[config.mk]
export PLATFORM = sky130hd
export DESIGN_NAME = sysclk_ratio_div
export DESIGN_NICKNAME = d
export VERILOG_FILES = /design/src/rtl/sysclk_div_pkg.sv /design/src/rtl/sysclk_div_ctrl.sv /design/src/rtl/sysclk_div_chan.sv /design/src/rtl/sysclk_ratio_div.sv
export SDC_FILE = /design/constraint.sdc
export NUM_CORES = 1
export LEC_CHECK = 0
export BUFFER_PORTS_ARGS = -buffer_cell sky130_fd_sc_hd__buf_2
export CORE_UTILIZATION = 40
export DETAILED_ROUTE_END_ITERATION = 10
export GPL_TIMING_DRIVEN = 0
export PLACE_DENSITY = 0.64
export SYNTH_ARGS = -nofsm -noshare
export SYNTH_HDL_FRONTEND = slang
export SYNTH_SLANG_ARGS = --single-unit
[constraint.sdc]
create_clock -name clk_pll -period 1.97 [get_ports clk_pll]
set_input_delay 0 -clock clk_pll [delete_from_list [all_inputs] [get_ports clk_pll]]
set_output_delay 0 -clock clk_pll [all_outputs]
set_load 0.05 [all_outputs]
[src/rtl/sysclk_div_pkg.sv]
package sysclk_div_pkg;
  localparam int unsigned NUM_CH       = 4;
  localparam int unsigned CODE_W       = 4;
  localparam int unsigned FIELD_STRIDE = 4;
  localparam int unsigned CHG_BIT      = 22;
  localparam int unsigned WORD_W       = 32;
  localparam int unsigned MAX_RATIO    = 32;
  localparam int unsigned RATIO_W      = $clog2(MAX_RATIO + 1);
  localparam int unsigned CNT_W        = $clog2(MAX_RATIO);

  typedef logic [RATIO_W-1:0] ratio_t;
  typedef logic [CNT_W-1:0]   count_t;
  typedef logic [CODE_W-1:0]  code_t;

  function automatic ratio_t code_to_ratio(input code_t code);
    case (code)
      code_t'(0): code_to_ratio = ratio_t'(1);
      code_t'(1): code_to_ratio = ratio_t'(2);
      code_t'(2): code_to_ratio = ratio_t'(3);
      code_t'(3): code_to_ratio = ratio_t'(4);
      code_t'(4): code_to_ratio = ratio_t'(6);
      code_t'(5): code_to_ratio = ratio_t'(8);
      code_t'(6): code_to_ratio = ratio_t'(12);
      code_t'(7): code_to_ratio = ratio_t'(16);
      code_t'(8): code_to_ratio = ratio_t'(24);
      default:    code_to_ratio = ratio_t'(MAX_RATIO);
    endcase
  endfunction
endpackage

[src/rtl/sysclk_div_ctrl.sv]
module sysclk_div_ctrl
  import sysclk_div_pkg::*;
#(
  parameter int unsigned N_CH   = NUM_CH,
  parameter int unsigned W_WORD = WORD_W,
  parameter int unsigned STRIDE = FIELD_STRIDE,
  parameter int unsigned CHG    = CHG_BIT
) (
  input  logic                   clk,
  input  logic                   rst_n,
  input  logic                   wr_en,
  input  logic [W_WORD-1:0]      wr_data,
  output code_t                  code_o [N_CH],
  output logic                   chg_o
);
  code_t code_q [N_CH];
  logic  chg_q;
  logic  ctrl_unused;

  // Only the code fields and the change-enable bit are stored.
  assign ctrl_unused = ^wr_data;

  always_ff @(posedge clk or negedge rst_n) begin
    if (!rst_n) begin
      for (int i = 0; i < int'(N_CH); i++) code_q[i] <= '0;
      chg_q <= 1'b0;
    end else if (wr_en) begin
      for (int i = 0; i < int'(N_CH); i++)
        code_q[i] <= wr_data[i*STRIDE +: CODE_W];
      chg_q <= wr_data[CHG];
    end
  end

  generate
    for (genvar g = 0; g < int'(N_CH); g++) begin : g_out
      assign code_o[g] = code_q[g];
    end
  endgenerate
  assign chg_o = chg_q;


  ctrl_hold_chk: assert property (@(posedge clk) disable iff (!rst_n)
    !wr_en |=> $stable(chg_q) && $stable(code_q[0]) && $stable(code_q[N_CH-1]));
endmodule

[src/rtl/sysclk_div_chan.sv]
module sysclk_div_chan
  import sysclk_div_pkg::*;
(
  input  logic  clk,
  input  logic  rst_n,
  input  code_t code_i,
  input  logic  chg_i,
  output logic  div_clk_o,
  output logic  div_stb_o
);
  ratio_t ratio_q;
  count_t cnt_q;
  logic   last;
  ratio_t half;
  ratio_t cnt_ext;

  assign cnt_ext = {{(RATIO_W-CNT_W){1'b0}}, cnt_q};
  assign last    = (cnt_ext == ratio_q - ratio_t'(1));
  assign half    = ratio_q >> 1;

  always_ff @(posedge clk or negedge rst_n) begin
    if (!rst_n) begin
      ratio_q <= ratio_t'(1);
      cnt_q   <= '0;
    end else if (last) begin
      cnt_q <= '0;
      if (chg_i) ratio_q <= code_to_ratio(code_i);
    end else begin
      cnt_q <= cnt_q + count_t'(1);
    end
  end

  assign div_stb_o = last;
  assign div_clk_o = ratio_q[0] ? last : (cnt_ext < half);


  ratio_boundary_chk: assert property (@(posedge clk) disable iff (!rst_n)
    !$stable(ratio_q) |-> $past(last));

  cnt_range_chk: assert property (@(posedge clk) disable iff (!rst_n)
    cnt_ext < ratio_q);

  stb_wrap_chk: assert property (@(posedge clk) disable iff (!rst_n)
    div_stb_o |=> cnt_q == '0);

  ratio_legal_chk: assert property (@(posedge clk) disable iff (!rst_n)
    $onehot(ratio_q) || ratio_q == ratio_t'(3) || ratio_q == ratio_t'(6) ||
    ratio_q == ratio_t'(12) || ratio_q == ratio_t'(24));

  even_tail_low_chk: assert property (@(posedge clk) disable iff (!rst_n)
    (div_stb_o && !ratio_q[0]) |-> !div_clk_o);
endmodule

[src/rtl/sysclk_ratio_div.sv]
module sysclk_ratio_div
  import sysclk_div_pkg::*;
(
  input  logic              clk_pll,
  input  logic              rst_n,
  input  logic              cfg_wr,
  input  logic [WORD_W-1:0] cfg_wdata,
  output logic [NUM_CH-1:0] div_clk,
  output logic [NUM_CH-1:0] div_stb
);
  code_t code [NUM_CH];
  logic  chg;

  sysclk_div_ctrl #(
    .N_CH  (NUM_CH),
    .W_WORD(WORD_W),
    .STRIDE(FIELD_STRIDE),
    .CHG   (CHG_BIT)
  ) u_ctrl (
    .clk    (clk_pll),
    .rst_n  (rst_n),
    .wr_en  (cfg_wr),
    .wr_data(cfg_wdata),
    .code_o (code),
    .chg_o  (chg)
  );

  generate
    for (genvar g = 0; g < int'(NUM_CH); g++) begin : g_ch
      sysclk_div_chan u_chan (
        .clk      (clk_pll),
        .rst_n    (rst_n),
        .code_i   (code[g]),
        .chg_i    (chg),
        .div_clk_o(div_clk[g]),
        .div_stb_o(div_stb[g])
      );
    end
  endgenerate
endmodule

# After elaboration in Yosys (flattened, before gate mapping)
# Memories as Yosys holds them, arrays and structs flattened. A register that Yosys moved wholly into a read port is not among the register bits.
# Index checks and enable logic that the tools add are counted.
[totals]
ff_bits = 37
mem_bits_ro = 384
input_bits = 35
out_inout_bits = 8
wordCells = 45
mem_count = 4
[op_classes]
add_sub_neg = 8
order_cmp = 4
n_eq_ne = 4
mux = 8
reduce_logical = 8
[memory_table]
columns = ["name", "depth", "word_bits", "read_ports", "rd_ports_with_merged_regs", "write_ports", "line", "rtl"]
rows = [
  ["(no name shown)", 16, 6, 1, 1, 0, "sysclk_div_pkg.sv:16", "case (code)"],
  ["(no name shown)", 16, 6, 1, 1, 0, "sysclk_div_pkg.sv:16", ""],
  ["(no name shown)", 16, 6, 1, 1, 0, "sysclk_div_pkg.sv:16", ""],
  ["(no name shown)", 16, 6, 1, 1, 0, "sysclk_div_pkg.sv:16", ""],
]
[ops]
columns = ["cell", "n"]
rows = [
  ["5-bit by 6-bit == test with 1-bit output", 4],
  ["6-bit by 1-bit subtractor with 6-bit output, second input constant", 4],
  ["5-bit by 1-bit adder with 5-bit output, second input constant", 4],
  ["5-bit < comparator", 4],
  ["5-bit two-way mux", 4],
  ["2-bit AND reduction", 4],
  ["1-bit logical NOT", 4],
  ["1-bit two-way mux", 4],
]

# Longest topological paths before layout
# Gate-level depths: netlist of the first run.
[logic_depth]
ltp_word = 3
depth_mapped = 8
ltp_nobuf = 7

# Hierarchy
# A second synthesis of the first run with hierarchy kept.
[unflattened]
cells_unflattened = 354
area_unflattened_um2 = 3920.0
[by_module_without_submodules]
columns = ["module", "n_inst", "cells_per_inst", "area_per_inst_um2", "seq_area_each_um2"]
rows = [
  ["sysclk_div_chan (g_ch[0].u_chan ...)", 3, 79, 812.0, 276.5],
  ["sysclk_div_chan (g_ch[1].u_chan)", 1, 81, 798.3, 276.5],
  ["sysclk_div_ctrl", 1, 36, 685.7, 425.4],
]

# Least setup slack after synthesis of the first run
# No wires, ideal clock.
[synth_path]
kind = "flip-flop to flip-flop"
from = "register g_ch[3].u_chan.ratio_q[0]"
to = "register g_ch[3].u_chan.ratio_q[1]"
setup_time_ns = 0.127
arrival_ns = 2.026
required_ns = 1.843
slack_ns = -0.184
path_stages_with_launch = 7
n_path_buf = 0
period_less_slack_ns = 2.154
path_cell_list = "dfstp_2 -> inv_1 -> ha_1 -> xor2_1 -> o2111ai_2 -> nor4b_4 -> mux2_1"
[synth_between]
elab_chain_cells = 3
[synth_lines]
columns = ["item", "line", "rtl"]
rows = [
  ["start, declared", "sysclk_div_chan.sv:11", "ratio_t ratio_q;"],
  ["6-bit by 1-bit subtractor with 6-bit output", "sysclk_div_chan.sv:18", "assign last = (cnt_ext == ratio_q - ratio_t'(1));"],
  ["5-bit by 6-bit == test with 1-bit output", "sysclk_div_chan.sv:18", ""],
  ["2-bit AND reduction (no source line)", "-", ""],
]
# No other way between the ends.
# A chain may end at the register's enable or synchronous reset.

# Final worst setup path of the first run
[layout_path]
from = "register g_ch[2].u_chan.ratio_q[0]"
to = "output port div_clk[2]"
[layout_between]
elab_chain_cells = 3
[layout_lines]
columns = ["item", "line", "rtl"]
rows = [
  ["start, declared", "sysclk_div_chan.sv:11", ""],
  ["6-bit by 1-bit subtractor with 6-bit output", "sysclk_div_chan.sv:18", ""],
  ["5-bit by 6-bit == test with 1-bit output", "sysclk_div_chan.sv:18", ""],
  ["1-bit two-way mux *", "sysclk_div_chan.sv:34", "assign div_clk_o = ratio_q[0] ? last : (cnt_ext < half);"],
  ["end, declared", "sysclk_ratio_div.sv:8", "output logic [NUM_CH-1:0] div_clk,"],
]
# Every way passes the cells marked *; elsewhere a longest branch is shown, timed or not.

==> flow_summary.yaml, run 1 <==
layout:
  fin_area_um2: 5090
  insertedDiodeCount: 0
  drive_above_1_share_pct: 29.5
  fillers: 827
  area_growth_pct: 31.8
  stdcell_count: 594
  layout.nets: 527
logic_synthesis:
  synth_top_family_by_area: "simple AND/OR/NAND/NOR gates"
  synth.area.mux_share_pct: 10.4
  synthArstFlopShare_pct: 100
  syn_inst: 381
  avgSynthCellArea_um2: 10.1
  synth_area_um2: 3870
  synth_seq_cells: 61
  yosysSeqAreaShare_pct: 39.6
  yosys.area_share.simple_pct: 15.4
  synthAdderAreaFrac_pct: 10.4
  synth_compound_gate_area_share_pct: 9.45
  syn-num-nets: 448
  synth_xor_area_share_pct: 8.58
  ys.flop_type: "dfrtp_1"
  ys_types: 43
  synth-edff-count: 0
  ys_warn_count: 0
detailed_routing:
  wl_mm: 7.77
  dr.pass1.iters: 4
  drcViolationCount: 0
  post_drt_via_cell_ratio: 4.86
  drtIter0Drc: 84
  wl_per_cell_um: 13.1
  vias: 2887
  antenna_left: 0
worst_setup_path:
  required_ps: 1970
  crit_arrival_ps: 2140
  critPathLaunch: "g_ch[2].u_chan.ratio_q[0]$_DFFE_PN1P_"
  regToRegEndpoint: "g_ch[2].u_chan.ratio_q[1]$_DFFE_PN0P_"
  crit_end: "div_clk[2]"
  cp-start-kind: "register"
  path_max_fanout: 3
  end_kind: "output pin"
  ff2ff_path_depth: 7
  criticalPathCategory: "register to output pin"
  r2r_setup_slack_ps: -130
  r2r-start: "g_ch[2].u_chan.ratio_q[0]$_DFFE_PN1P_"
die:
  initial_core_util_pct: 41.6
  fp.dieW_um: 100
  io_pins: 43
  core_area_um2: 9280
  die_y_um: 100
  dieArea_um2: 10100
  row_count: 35
timing:
  skew_ps: 8.87
  setup_violations: 25
  rsz0062_at_grt: "true"
  slew_viol_final: 0
  fin_ws_ps: -167
  slew_headroom_pct: 57.1
  finalHoldViolCount: 0
  tightestPinTransition_ps: 644
  setup_tns_ps: -1520
  period_minus_slack_ps: 2140
  period_share_pct: 108
  fmax_ghz: 0.468
power_and_ir_drop:
  power.total_mw: 2.82
  p_leak_nw: 2.31
  powerDensity_nw_per_um2: 553
  vdd_drop_max_mv: 0.431
placement:
  placed_area_um2: 4260
  port_buffers: 26
  pre_cts_ws_ps: -365
  dpl.hpwl_mm: 5.36
  place_congestion: 0.778
  dp.cells: 537
clocking:
  clock_latency_ps: 340
  root_buffer: "clkbuf_8"
  clock-sinks: 61
  htree_levels: 3
  cts_tree: "yes"
  numCtsBuffers: 9
  clk_path_buf_depth: 2
  clk_pin_slew_ps: 80
grt:
  grt_pass1_vias: 3018
  antenna_found_initial: 0
  track_usage_pct: 17.2
  grt_first_pass_wirelength_mm: 13.7
  grt-ovfl-total: 0
  grt_max_degree: 35
worst_hold_path:
  hold_path_class: "input port to async pin"
outcome:
  violations: "negative setup slack"
  status: "complete, but fails checks"
run:
  drv_cap: 0
power breakdown:
group	internal, mW	switching, mW	leakage [nW]
registers	1.28	0.0379	0.763
clock network	0.715	0.530	0.102
logic	0.121	0.126	1.45
flip-flops by register name, indices dropped and copies added, names as in the netlist:
signal / cells
g_ch.u_chan.cnt_q: 20
g_ch.u_chan.ratio_q: 24
u_ctrl.code_o: 16
u_ctrl.chg_o: 1
synth_stat cells, types with 2 or more instances:
cell type  instances  share of area, %
a211o_1            4              0.91
a21boi_0           4              0.78
a21o_1             4              0.78
a21oi_1           11               1.4
a31oi_1            3              0.49
a31oi_2            3              0.97
and2_1             2              0.32
and3_1             2              0.32
and3b_1            3              0.68
buf_2              2              0.26
buf_4              8               1.6
clkbuf_1           6              0.58
dfrtp_1           57                37
dfstp_2            4               2.7
ha_1              32                10
inv_1             39               3.8
mux2_1             3              0.87
mux2_2            11               3.2
mux2_4             3               1.2
mux2i_1           20               5.2
nand2_1           14               1.4
nand2b_1           4              0.65
nand3_1           12               1.6
nand4_1            4              0.65
nand4_4            2               1.1
nor2_1            30               2.9
nor2b_1           11               1.8
nor3_1             8               1.0
nor3_2             4               1.0
nor3b_1            2              0.39
o211ai_1           3              0.58
o21ai_0           18               2.3
o21ai_1            2              0.26
or3_1              3              0.49
xnor2_1           25               5.7
xor2_1            11               2.5
logic make-up after synthesis:
logic type      after synthesis
fa+ha+maj                    32
flops                        61
buf+inv                      55
xor+xnor                     37
compound gates               55
simple gates                104
mux                          37
layer usage:
metal	GRT usage [%]	routed length [um]
met1	22.4	3720
met2	28.7	3690
met3	2.44	179
met4	7.58	180
met5	0	0
layout by cell type, fill, tap and decap left out, drive strengths merged, types with 2 or more instances in the layout:
| cell | count |
|---|---|
| a211o | 4 |
| a21boi | 4 |
| a21o | 4 |
| a21oi | 11 |
| a31oi | 6 |
| and2 | 2 |
| and3 | 2 |
| and3b | 3 |
| buf | 60 |
| bufinv | 2 |
| clkbuf | 15 |
| clkinv | 2 |
| clkinvlp | 3 |
| dfrtp | 57 |
| dfstp | 4 |
| dlygate4sd3 | 18 |
| ha | 32 |
| inv | 39 |
| mux2 | 17 |
| mux2i | 20 |
| nand2 | 14 |
| nand2b | 4 |
| nand3 | 12 |
| nand4 | 7 |
| nor2 | 30 |
| nor2b | 11 |
| nor3 | 12 |
| nor3b | 2 |
| o211ai | 3 |
| o21ai | 20 |
| or3 | 3 |
| xnor2 | 26 |
| xor2 | 11 |
timing repair:
item,in CTS,in global routing
gates resized for setup,56,13
pin swaps,16,11
setup endpoints to repair,21,39
hold buffers,18,0
setup buffers,23,9
hold endpoints to repair,43,0
worst min path at each step:
| stage | startpoint | to | slack [ps] | depth (start not counted) |
|---|---|---|---|---|
| after global routing | cfg_wr | u_ctrl.chg_o$_DFFE_PN0P_ | 260 | 2 |
| final | rst_n | g_ch[1].u_chan.cnt_q[2]$_DFF_PN0_ | 220 | 2 |
| after CTS | cfg_wr | u_ctrl.code_o[11]$_DFFE_PN0P_ | 220 | 2 |
| after global placement | cfg_wdata[12] | u_ctrl.code_o[0]$_DFFE_PN0P_ | 210 | 3 |
| after detailed placement | rst_n | g_ch[1].u_chan.cnt_q[2]$_DFF_PN0_ | 60 | 1 |
| after floorplan | rst_n | g_ch[0].u_chan.cnt_q[0]$_DFF_PN0_ | -300 | 0 |
area by class of cell:
type	instances	area, um2	area share, %
Buffer	9	42.5	0.835
Tap cell	129	161	3.17
Clock inverter	7	100	1.96
Clock buffer	9	124	2.43
Timing Repair Buffer	75	673	13.2
Sequential cell	61	1530	30.1
Multi-Input combinational cell	265	2310	45.3
Inverter	39	154	3.02
critical path, stage by stage (launching register included):
cell	delay (ps)
dfstp_2	570
inv_4	50
ha_4	150
or3_4	370
a31oi_4	240
nand3_4	110
o21ai_2	160
buf_8	160
through the flow:
stage | utilization, % | hold slack (ps)
finish | 54.9 | 215
global route | 54.9 | 264
CTS | 54.0 | 218
detailed placement | 45.8 | 64.2
global placement | 45.6 | 209
floorplan | - | -296
No activity file was read; power rests on OpenSTA's default activity.
==> run 2, diff against run 1 <==
--- a/config.mk
+++ b/config.mk
@@ -10,6 +10,7 @@
 export DETAILED_ROUTE_END_ITERATION = 10
 export GPL_TIMING_DRIVEN = 0
 export PLACE_DENSITY = 0.64
+export RECOVER_POWER = 50
 export SYNTH_ARGS = -nofsm -noshare
 export SYNTH_HDL_FRONTEND = slang
 export SYNTH_SLANG_ARGS = --single-unit
==> flow_summary.yaml, run 2 (synthesized netlist as in run 1, its figures left out) <==
worst_setup_path:
  crit_path_max_incr_delay_ps: 570
  cp-start-kind: "register"
  criticalPathCategory: "register to output pin"
  path_buf_inv: 2
  crit_family: "flip-flops"
  crit_arrival_ps: 2140
  slowest_stage: "dfstp_2"
  path_max_fanout: 3
  end_kind: "output pin"
  crit_chain: "inv_4 -> ha_4 -> or3_4 -> a31oi_4 -> nand3_4 -> o21ai_2 -> buf_8"
  required_ps: 1970
die:
  fp.dieW_um: 100
  dieArea_um2: 10100
  core_area_um2: 9280
  initial_core_util_pct: 41.6
  row_count: 35
  die_y_um: 100
  io_pins: 43
run:
  drv_cap: 0
placement:
  dp.cells: 537
  pre_cts_ws_ps: -365
  dpl.hpwl_mm: 5.36
  place_congestion: 0.778
  port_buffers: 26
outcome:
  violations: "negative setup slack"
  status: "complete, but fails checks"
clocking:
  clk_pin_slew_ps: 80
  clk_path_buf_depth: 2
  htree_levels: 3
  clock_latency_ps: 340
  clock-sinks: 61
  numCtsBuffers: 9
  cts_tree: "yes"
  root_buffer: "clkbuf_8"
layout:
  fin_util_pct: 54.7
  layout_common_cells: "dfrtp_1 (55), inv_1 (32), nor2_1 (30), ha_1 (28)"
  drive_above_1_share_pct: 29.2
  area_growth_pct: 31.4
  layout_commonest_cell: "dfrtp_1"
  stdcell_count: 594
  largest_reg_flops: 24
  layout.nets: 527
  insertedDiodeCount: 0
  top_register: "g_ch.u_chan.ratio_q"
grt:
  grt_first_pass_wirelength_mm: 13.7
  grt-ovfl-total: 0
  grt_pass1_vias: 3018
  track_usage_pct: 17.2
  grt_max_degree: 35
  antenna_found_initial: 0
detailed_routing:
  post_drt_via_cell_ratio: 4.85
  drtIter0Drc: 109
  dr.pass1.iters: 4
  drcViolationCount: 0
  wl_mm: 7.77
  wl_per_cell_um: 13.1
  antenna_left: 0
  vias: 2883
power_and_ir_drop:
  p_leak_nw: 2.31
  power.total_mw: 2.81
  vdd_drop_max_mv: 0.431
  powerDensity_nw_per_um2: 553
timing:
  period_minus_slack_ps: 2140
  finalHoldViolCount: 0
  slew_headroom_pct: 2.46
  fmax_ghz: 0.468
  tightestPinTransition_ps: 1460
  period_share_pct: 108
  fin_ws_ps: -167
  rsz0062_at_grt: "true"
  slew_viol_final: 0
  setup_violations: 24
  skew_ps: 8.87
  setup_tns_ps: -1520
worst_hold_path:
  hold_path_class: "input port to register"
run 2: cell count changes in the layout (fill, tap and decap cells not counted), sizes merged:
cell	before	now
buf	60	59
clkbuf	15	16
run 2: power by group:
group          internal [mW]  switching (mW)  leakage [nW]
sequential              1.28          0.0379         0.763
combinational          0.118           0.126          1.44
clock                  0.715           0.530         0.102
total                   2.12           0.693          2.31
run 2: metrics by stage:
stage	hold WS [ps]	cell area [um2]
floorplan	-296	3940
global placement	209	4240
detailed placement	64.2	4260
CTS	218	5010
global route	264	5080
finish	215	5080
run 2: layer usage:
| metal | vias up | GRT usage (%) | part of all wire, % |
|---|---|---|---|
| met5 | - | 0 | 0 |
| met1 | 1380 | 22.4 | 48 |
| met3 | 13 | 2.44 | 2.3 |
| li1 | 1450 | - | - |
| met4 | 0 | 7.58 | 2.3 |
| met2 | 40 | 28.7 | 47 |
run 2: layout make-up:
class | count | area, um2
Buffer | 9 | 42.5
Clock buffer | 9 | 124
Clock inverter | 7 | 100
Fill cell | 830 | 4200
Inverter | 39 | 154
Multi-Input combinational cell | 265 | 2310
Sequential cell | 61 | 1530
Tap cell | 129 | 161
Timing Repair Buffer | 75 | 659
run 2: final timing paths:
kind / start / endpoint / slack, ps / depth (start not counted)
worst min-delay path: cfg_wr / u_ctrl.code_o[11]$_DFFE_PN0P_ / 220 / 2
worst max register to register: g_ch[2].u_chan.ratio_q[0]$_DFFE_PN1P_ / g_ch[2].u_chan.ratio_q[1]$_DFFE_PN0P_ / -130 / 7
min in group asynchronous: rst_n / g_ch[1].u_chan.cnt_q[2]$_DFF_PN0_ / 540 / 2
worst min register to register: g_ch[3].u_chan.cnt_q[0]$_DFF_PN0_ / g_ch[3].u_chan.cnt_q[0]$_DFF_PN0_ / 520 / 1
worst max-delay path: g_ch[2].u_chan.ratio_q[0]$_DFFE_PN1P_ / div_clk[2] / -170 / 7
max in group asynchronous: rst_n / g_ch[3].u_chan.ratio_q[0]$_DFFE_PN1P_ / 240 / 3
run 2: repair_timing:
action / CTS / global route
buffers inserted: 23 / 9
gates resized for setup: 56 / 13
endpoints found under the hold margin: 43 / 0
hold buffers: 18 / 0
pin swaps: 16 / 11
endpoints found under the setup margin: 21 / 39
